File: src/rtl/bsm_pkg.sv
// Package: shared state and result encodings for the block streamer.
package bsm_pkg;
    typedef enum logic [2:0] {
        ST_IDLE  = 3'd0,
        ST_GATE  = 3'd1,
        ST_WAIT  = 3'd2,
        ST_XFER  = 3'd3,
        ST_CHECK = 3'd4
    } bsm_state_e;

    typedef enum logic [1:0] {
        RES_OK      = 2'd0,
        RES_CFG_ERR = 2'd1,
        RES_TIMEOUT = 2'd2
    } bsm_result_e;
endpackage

File: src/rtl/bsm_word_mask.sv
// Module: zeroes the bytes of a word above its valid-byte count.
// Assumes: nbytes_i of 1..3 marks a partial word; any other value is full.
module bsm_word_mask (
    input  logic [31:0] data_i,
    input  logic [2:0]  nbytes_i,
    output logic [31:0] data_o,
    output logic [2:0]  nbytes_o
);
    // purpose: normalise the byte count to 1..4
    always_comb begin
        if (nbytes_i >= 3'd1 && nbytes_i <= 3'd3) nbytes_o = nbytes_i;
        else                                      nbytes_o = 3'd4;
    end

    for (genvar lane = 0; lane < 4; lane++) begin : g_lane
        // purpose: pass one byte lane when it lies below the valid count
        assign data_o[lane*8 +: 8] = (nbytes_o > 3'(lane)) ? data_i[lane*8 +: 8] : 8'h00;
    end

    // purpose: a one-byte word must carry nothing above byte 0
    always_comb begin
        if (nbytes_i == 3'd1) AST_MASK_ONE_BYTE: assert (data_o[31:8] == 24'h0);
    end
endmodule

File: src/rtl/bsm_credit_gate.sv
// Module: decides whether the target has room for one more block.
// Assumes: credit and sent counts wrap modulo 2**W.
module bsm_credit_gate #(
    parameter int W = 8
) (
    input  logic [W-1:0] credit_i,
    input  logic [W-1:0] sent_i,
    output logic         room_o
);
    logic [W-1:0] diff;
    // purpose: modulo difference between credit and blocks sent
    always_comb diff = credit_i - sent_i;
    assign room_o = (diff != '0);
endmodule

File: src/rtl/bsm_wait_timer.sv
// Module: poll-interval and total-wait counters in microsecond ticks.
// Assumes: tick_i is a single-cycle pulse; run_i is high only while waiting.
module bsm_wait_timer #(
    parameter int POLL_US    = 10,
    parameter int TIMEOUT_US = 20000
) (
    input  logic clk,
    input  logic rst_n,
    input  logic clr_all_i,
    input  logic clr_poll_i,
    input  logic run_i,
    input  logic tick_i,
    output logic poll_due_o,
    output logic expired_o
);
    localparam int POLL_W = $clog2(POLL_US + 1);
    localparam int TMO_W  = $clog2(TIMEOUT_US + 1);

    logic [POLL_W-1:0] poll_q;
    logic [TMO_W-1:0]  wait_q;

    // purpose: advance both counters on each tick spent waiting
    always_ff @(posedge clk) begin
        if (!rst_n) begin
            poll_q <= '0;
            wait_q <= '0;
        end else if (clr_all_i) begin
            poll_q <= '0;
            wait_q <= '0;
        end else if (clr_poll_i) begin
            poll_q <= '0;
        end else if (run_i && tick_i) begin
            poll_q <= poll_q + 1'b1;
            wait_q <= wait_q + 1'b1;
        end
    end

    assign poll_due_o = run_i && tick_i && (poll_q == POLL_W'(POLL_US - 1));
    assign expired_o  = run_i && tick_i && (wait_q == TMO_W'(TIMEOUT_US - 1));

    AST_POLL_BOUND: assert property (@(posedge clk) disable iff (!rst_n)
        poll_q <= POLL_W'(POLL_US));
endmodule

File: src/rtl/credit_block_streamer.sv
// Module: streams image words into a data register in credit-gated blocks.
// Assumes: credit never moves backwards during a run; s_data/s_bytes are
// stable while s_valid is high; us_tick is a one-cycle pulse.
module credit_block_streamer #(
    parameter int BLOCK_BYTES = 4096,
    parameter int CHK_BYTES   = 4096,
    parameter int POLL_US     = 10,
    parameter int TIMEOUT_US  = 20000,
    parameter int CNT_W       = 32
) (
    input  logic        clk,
    input  logic        rst_n,
    input  logic        start,
    input  logic        credit_mode,
    input  logic        chk_en,
    input  logic        s_valid,
    output logic        s_ready,
    input  logic [31:0] s_data,
    input  logic [2:0]  s_bytes,
    input  logic        s_last,
    input  logic [7:0]  credit,
    input  logic        cfg_err,
    input  logic        us_tick,
    output logic        wr_en,
    output logic [31:0] wr_data,
    output logic        busy,
    output logic        done,
    output logic [1:0]  result
);
    import bsm_pkg::*;

    localparam int BLOCK_WORDS = BLOCK_BYTES / 4;
    localparam int WCNT_W      = (BLOCK_WORDS > 1) ? $clog2(BLOCK_WORDS) : 1;
    localparam int CHK_LOG     = (CHK_BYTES > 1) ? $clog2(CHK_BYTES) : 1;

    bsm_state_e       st_q, st_d;
    logic [CNT_W-1:0] sent_q, bytes_q, bytes_nxt;
    logic [WCNT_W-1:0] wcnt_q;
    logic             mode_q, chk_q, last_q;
    logic             done_q;
    logic [1:0]       result_q;
    logic             fin;
    bsm_result_e      fin_code;
    logic             room, poll_due, expired;
    logic [2:0]       nb;
    logic             take, blk_end, need_chk;

    bsm_word_mask u_mask (
        .data_i   (s_data),
        .nbytes_i (s_bytes),
        .data_o   (wr_data),
        .nbytes_o (nb)
    );

    bsm_credit_gate #(.W(8)) u_gate (
        .credit_i (credit),
        .sent_i   (sent_q[7:0]),
        .room_o   (room)
    );

    bsm_wait_timer #(.POLL_US(POLL_US), .TIMEOUT_US(TIMEOUT_US)) u_timer (
        .clk        (clk),
        .rst_n      (rst_n),
        .clr_all_i  ((st_q == ST_IDLE && start) || (st_q == ST_GATE && room)),
        .clr_poll_i (st_q == ST_GATE && !room),
        .run_i      (st_q == ST_WAIT),
        .tick_i     (us_tick),
        .poll_due_o (poll_due),
        .expired_o  (expired)
    );

    assign s_ready = (st_q == ST_XFER);
    assign take    = s_valid && s_ready;
    assign wr_en   = take;
    assign busy    = (st_q != ST_IDLE);
    assign done    = done_q;
    assign result  = result_q;

    // purpose: block-end and check decisions for the word being accepted
    always_comb begin
        bytes_nxt = bytes_q + CNT_W'(nb);
        blk_end   = s_last || !mode_q || (wcnt_q == WCNT_W'(BLOCK_WORDS - 1));
        need_chk  = chk_q && (s_last || (bytes_nxt[CHK_LOG-1:0] == '0));
    end

    // purpose: next-state and end-of-run decode
    always_comb begin
        st_d     = st_q;
        fin      = 1'b0;
        fin_code = RES_OK;
        case (st_q)
            ST_IDLE:  if (start) st_d = credit_mode ? ST_GATE : ST_XFER;
            ST_GATE: begin
                if (room)         st_d = ST_XFER;
                else if (cfg_err) begin fin = 1'b1; fin_code = RES_CFG_ERR; end
                else              st_d = ST_WAIT;
            end
            ST_WAIT: begin
                if (expired)       begin fin = 1'b1; fin_code = RES_TIMEOUT; end
                else if (poll_due) st_d = ST_GATE;
            end
            ST_XFER: begin
                if (take && blk_end) begin
                    if (need_chk)    st_d = ST_CHECK;
                    else if (s_last) fin = 1'b1;
                    else             st_d = mode_q ? ST_GATE : ST_XFER;
                end
            end
            ST_CHECK: begin
                if (cfg_err)     begin fin = 1'b1; fin_code = RES_CFG_ERR; end
                else if (last_q) fin = 1'b1;
                else             st_d = mode_q ? ST_GATE : ST_XFER;
            end
            default: st_d = ST_IDLE;
        endcase
        if (fin) st_d = ST_IDLE;
    end

    // purpose: state, counters and result registers
    always_ff @(posedge clk) begin
        if (!rst_n) begin
            st_q     <= ST_IDLE;
            sent_q   <= '0;
            bytes_q  <= '0;
            wcnt_q   <= '0;
            mode_q   <= 1'b0;
            chk_q    <= 1'b0;
            last_q   <= 1'b0;
            done_q   <= 1'b0;
            result_q <= RES_OK;
        end else begin
            st_q   <= st_d;
            done_q <= fin;
            if (fin) result_q <= fin_code;
            if (st_q == ST_IDLE && start) begin
                sent_q  <= '0;
                bytes_q <= '0;
                wcnt_q  <= '0;
                mode_q  <= credit_mode;
                chk_q   <= chk_en;
            end else if (take) begin
                bytes_q <= bytes_nxt;
                last_q  <= s_last;
                if (blk_end) begin
                    wcnt_q <= '0;
                    sent_q <= sent_q + 1'b1;
                end else begin
                    wcnt_q <= wcnt_q + 1'b1;
                end
            end
        end
    end

    AST_GATE_CREDIT: assert property (@(posedge clk) disable iff (!rst_n)
        (st_q == ST_GATE && credit == sent_q[7:0]) |=> (st_q != ST_XFER));
    AST_SENT_STEP: assert property (@(posedge clk) disable iff (!rst_n)
        (sent_q != $past(sent_q)) |-> (sent_q == $past(sent_q) + 1'b1 || sent_q == '0));
    AST_TIMEOUT_FROM_WAIT: assert property (@(posedge clk) disable iff (!rst_n)
        $rose(done_q) && result_q == RES_TIMEOUT |-> $past(st_q) == ST_WAIT);
    AST_NO_WR_AT_END: assert property (@(posedge clk) disable iff (!rst_n)
        done_q |-> !wr_en);
    AST_DONE_PULSE: assert property (@(posedge clk) disable iff (!rst_n)
        done_q |=> !done_q);
    AST_START_IGNORED: assert property (@(posedge clk) disable iff (!rst_n)
        (busy && start && !fin) |=> (st_q != ST_IDLE || $past(st_q) == ST_IDLE) && busy);
endmodule

File: config.mk
export PLATFORM = sky130hd
export DESIGN_NAME = credit_block_streamer
export DESIGN_NICKNAME = d
export VERILOG_FILES = /design/src/rtl/bsm_pkg.sv /design/src/rtl/bsm_word_mask.sv /design/src/rtl/bsm_credit_gate.sv /design/src/rtl/bsm_wait_timer.sv /design/src/rtl/credit_block_streamer.sv
export SDC_FILE = /design/constraint.sdc
export NUM_CORES = 1
export LEC_CHECK = 0
export ABC_CLOCK_PERIOD_IN_PS = 8750
export BUFFER_PORTS_ARGS = -buffer_cell sky130_fd_sc_hd__buf_2
export CAP_MARGIN = 10
export CORE_MARGIN = 2
export CORE_UTILIZATION = 43
export CTS_CLUSTER_SIZE = 30
export DETAILED_ROUTE_END_ITERATION = 10
export PLACE_DENSITY = 0.67
export SLEW_MARGIN = 20
export SYNTH_ARGS = -nofsm -noshare
export SYNTH_HDL_FRONTEND = slang
export SYNTH_HIERARCHICAL = 1
export SYNTH_SLANG_ARGS = --single-unit
File: constraint.sdc
create_clock -name clk -period 8.75 [get_ports clk]
set_input_delay 1.75 -clock clk [delete_from_list [all_inputs] [get_ports clk]]
set_output_delay 1.75 -clock clk [all_outputs]
set_load 0.01 [all_outputs]
* Word level (Yosys, flattened, before mapping) *
Cells that the tools add are included.

word-level totals
  register bits after elaboration = 102
  input port bits = 52
  output and inout bits = 38
  word-level logic and storage cells = 101

operators by class
  add/sub/neg operators = 6
  order comparisons = 6
  equality and inequality tests = 15
  multiplexer cells = 32
  bitwise gates (word level) = 3
  reductions and logical operators = 28

operators by type and width
  operator                                                       number
  two-way mux 3 bit                                              11
  adder 32 x 1 -> 32 bit, second input constant                  1
  adder 32 x 3 -> 32 bit                                         1
  two-way mux 8 bit                                              4
  adder 15 x 1 -> 15 bit, second input constant                  1
  equality test 15 bit, second input constant                    1
  case mux 3 bit (5 select lines)                                1
  logical NOT 12 bit                                             1
  adder 10 x 1 -> 10 bit, second input constant                  1
  equality test 10 bit, second input constant                    1
  logical AND 1 bit                                              10
  two-way mux 1 bit                                              10
  two-way mux 10 bit                                             1
  != test 2 bit, second input constant                           5
  AND reduction 8 bit                                            1
  nonzero test 8 bit                                             1
  subtractor 8 bit                                               1
  equality test 3 x 2 -> 1 bit, second input constant            2
  greater-than comparator 3 x 1 -> 1 bit, second input constant  2
  greater-than comparator 3 x 2 -> 1 bit, second input constant  2
  two-way mux 2 bit                                              3
  case mux 2 bit (3 select lines)                                1
  AND reduction 2 bit                                            3
  OR reduction 2 bit                                             3
  16 further kinds                                               22

* Logic depth before layout (Yosys ltp) *
  word-level depth = 11
  depth in mapped cells = 13
  depth with buffers taken out = 13

* Modules after synthesis *
Netlist, hierarchy kept.

by module, submodules not included
  module                 instances  cells each  area each (µm²)
  credit_block_streamer  1          261         2155.8
  bsm_wait_timer         1          108         953.4
  bsm_credit_gate        1          45          325.3
  bsm_word_mask          1          38          262.8

* Worst setup path before layout *
OpenSTA, ideal clock, no wires.

  path type = in2reg
  start point = input port credit[1]
  end point = register u_timer.wait_q[3]
  setup time = 128 ps
  data arrival time = 4526 ps
  slack = 4096 ps
  stages on the path = 12
  cells stage by stage = ha_1 > nor2b_1 > o2111ai_2 > a31oi_1 > or3_1 > a2111o_1 > nor4b_1 > and3b_2 > clkbuf_1 > nand4_1 > xor2_1 > nor2_1

on the way
  word-level cells in the longest chain between the ends = 6

RTL lines
  item                           line                         source
  from (decl)                    credit_block_streamer.sv:21  input logic [7:0] credit,
  subtractor 8 bit (*)           bsm_credit_gate.sv:12        always_comb diff = credit_i - sent_i;
  nonzero test 8 bit (*)         bsm_credit_gate.sv:13        assign room_o = (diff != '0);
  net room                       credit_block_streamer.sv:44  logic room, poll_due, expired;
  logical NOT 1 bit              credit_block_streamer.sv:65  .clr_poll_i (st_q == ST_GATE && !room),
  logical AND 1 bit              credit_block_streamer.sv:65
  NOT 1 bit (no line)            -
  AND reduction 2 bit (no line)  -
  to (signal assigned)           bsm_wait_timer.sv:34         wait_q <= wait_q + 1'b1;
  to (decl)                      bsm_wait_timer.sv:20         logic [TMO_W-1:0] wait_q;

The timed path passes the listed nets; every way through them passes the cells marked *.
A chain may end at the register's enable or synchronous reset.

* Final worst setup path *
  start point = input port s_valid
  end point = output port wr_en

on the way
  word-level cells in the longest chain between the ends = 1

RTL lines
  item               line                         source
  from (decl)        credit_block_streamer.sv:16  input logic s_valid,
  logical AND 1 bit  credit_block_streamer.sv:73  assign take = s_valid && s_ready;
  to (decl)          credit_block_streamer.sv:24  output logic wr_en,

Every way passes these cells.

==> results.yml <==
layout:
  nFillCells: 835
  nNetsFinal: 578
  layout-drive-gt1-share: 0.214
  design_area_um2: 4260
  n_antenna_cell: 0
  area_growth_pct: 15.1
drt:
  met3_length_um: 326
  top_layer: "met4"
  ant_nets: 0
  vias: 3332
  wl_met1_um: 4030
  routed_via_density: 5.39
  avgRoutedWirePerCell_um: 13.4
  drt-pass1-iter-count: 4
  remaining_drc_errors: 0
  met2_length_um: 3850
  drt_iter0_drc: 130
  drt_wl_total_um: 8280
logic_synthesis:
  synth_cell_types: 74
  async_flop_share: 0
  synth.cell_area_um2: 3700
  ys_ff_latch: 58
  yosysMostFrequentCell: "dfxtp_1"
  syn_avg_cell_area_um2: 8.18
  postSynthCellCount: 452
  synth_top_area_frac: 0.314
  synth_edf_count: 0
  yosys_warnings: 6
  synth_common_cells: "dfxtp_1 (58), nor2_1 (50), nand2_1 (39), xor2_1 (26), inv_1 (21)"
  yosys.area.top_type: "dfxtp_1"
  dominantRegCellSynth: "dfxtp_1"
  yosys-top-cells-area: "dfxtp_1 (31%), xor2_1 (6.2%), ha_1 (5.1%)"
  yosysSeqAreaShare: 0.314
  syn_nets: 520
clocking:
  cts_hold_buf: 0
  cts.sinks: 58
  path_clk_slew_ns: 0.07
  htreeDepth: 3
  clock_latency_ns: 0.33
  cts_tree: "built"
  cts_setup_buffers: 0
  cts_buffers: 9
  cts-root-buf: "clkbuf_8"
  cts_buffer_depth: 2
  ctsResizeCount: 0
setup_path:
  cp.arrival_ns: 3.17
  crit_type: "input port to output port"
  crit_required_ns: 7.00
  cp-end-kind: "output port"
  cp-start-kind: "input port"
  crit_fanout: 17
timing:
  timing.final.crit_share: 0.562
  fin_crit_ns: 4.92
  fmax_ghz: 0.203
  maxSlewViolCount: 0
  finalSetupViolations: 0
  tightestPinTransition_ns: 0.869
  clock_skew_ns: 0.00675
  setup_tns_ns: 0
  rsz0062_at_grt: "false"
  finalHoldViolations: 0
  slew-limit-headroom: 0.413
place:
  post-dp-hpwl_um: 6220
  routabilityCongestion: 0.810
  portBuffers: 73
  placed_area_um2: 4080
die:
  start_util: 0.448
  die-area_um2: 9360
  num_rows: 33
  die_x_um: 96.7
  core_um2: 8260
  die_h_um: 96.7
  ios: 90
global_route:
  antenna_found_initial: 0
  grt-ovfl-total: 0
  grt_max_degree: 21
  grt_pass1_vias: 3020
  grt_util_all_layers: 0.176
  grt_pass1_wl_um: 13800
pwr:
  p_leak_nw: 1.68
  vdd_drop_max_mv: 0.0806
  power_per_cell_area_nw_per_um2: 152
run_status:
  status: "completed"
worst_hold_path:
  hold_class: "register to register"
job:
  cap_viol_max_count: 0
-- cells by family (layout without fill, tap and decap cells) --
kind of cell | Yosys count | count (layout) | share of synthesized area
AOI/OAI and AO/OA | 77 | 77 | 0.158
xor gates and xnor gates | 46 | 46 | 0.111
muxes | 2 | 2 | 0.00541
buffers and inverters | 48 | 109 | 0.0538
DFF | 58 | 58 | 0.314
adders and majority gates | 16 | 16 | 0.0562
and+or+nand+nor | 205 | 205 | 0.302
-- power breakdown --
group	leakage, nW	internal [mW]	total [mW]	switching (mW)
logic	1.12	0.0545	0.134	0.0791
clock network	0.0903	0.122	0.226	0.103
registers	0.468	0.271	0.288	0.0161
-- area by class of cell --
type,instances,area [µm²],area share
Tap cell,105,131,0.0309
Inverter,22,82.6,0.0194
Clock inverter,2,12.5,0.00294
Timing Repair Buffer,73,365,0.0859
Sequential cell,58,1160,0.273
Clock buffer,12,165,0.0388
Multi-Input combinational cell,346,2340,0.549
-- metal layers --
layer  vias to the layer above  GRT usage
met5                         -          0
met4                         0     0.0683
met3                         5     0.0347
met2                        58      0.281
met1                      1562      0.234
li1                       1707          -
-- per-stage QoR --
| stage | hold slack [ns] | power (mW) | instances | util | setup slack (ns) |
|---|---|---|---|---|---|
| after floorplan | 0.436 | 0.390 | 452 | - | 4.10 |
| after global placement | 0.452 | 0.424 | 604 | 0.494 | 3.66 |
| after detailed placement | 0.451 | 0.427 | 604 | 0.494 | 3.62 |
| after CTS | 0.461 | 0.653 | 618 | 0.515 | 3.84 |
| after global routing | 0.492 | 0.683 | 618 | 0.515 | 3.65 |
| final | 0.458 | 0.647 | 618 | 0.515 | 3.83 |
-- flip-flops by register name (all words and copies together), names as in the netlist, 2 cells and up --
signal,flops
wcnt_q,10
st_q,3
u_timer/poll_q,4
bytes_q,12
u_timer/wait_q,15
sent_q,8
result,2
-- path summary, 6_finish.rpt --
| check | from | end | slack (ns) | depth (start not counted) |
|---|---|---|---|---|
| setup / recovery | s_valid | wr_en | 3.83 | 4 |
| setup reg to reg | sent_q[2] | u_timer/wait_q[9] | 5.04 | 12 |
| hold reg to reg | last_q | last_q | 0.46 | 2 |
| hold / removal | last_q | last_q | 0.46 | 2 |
-- cell usage in the layout (no fill, tap or decap), types with 4 or more instances in the layout --
| cell | instances |
|---|---|
| buf_2 | 73 |
| dfxtp_1 | 58 |
| nor2_1 | 50 |
| nand2_1 | 39 |
| xor2_1 | 26 |
| inv_1 | 21 |
| xnor2_1 | 19 |
| a21oi_1 | 17 |
| nor3_1 | 15 |
| nand3_1 | 15 |
| ha_1 | 15 |
| nand4_1 | 12 |
| clkbuf_8 | 12 |
| nor2b_1 | 11 |
| and2_1 | 9 |
| a21boi_0 | 9 |
| a31oi_1 | 7 |
| and2_2 | 7 |
| nor4_1 | 6 |
| nand2b_1 | 5 |
| o21ai_0 | 5 |
| and3_1 | 4 |
| and2b_1 | 4 |
-- critical path: stages --
cell and delay, ns:
buf_2 0.10, nand4b_1 0.42, clkinv_1 0.58, buf_2 0.31
No activity file was read; power rests on OpenSTA's default activity.
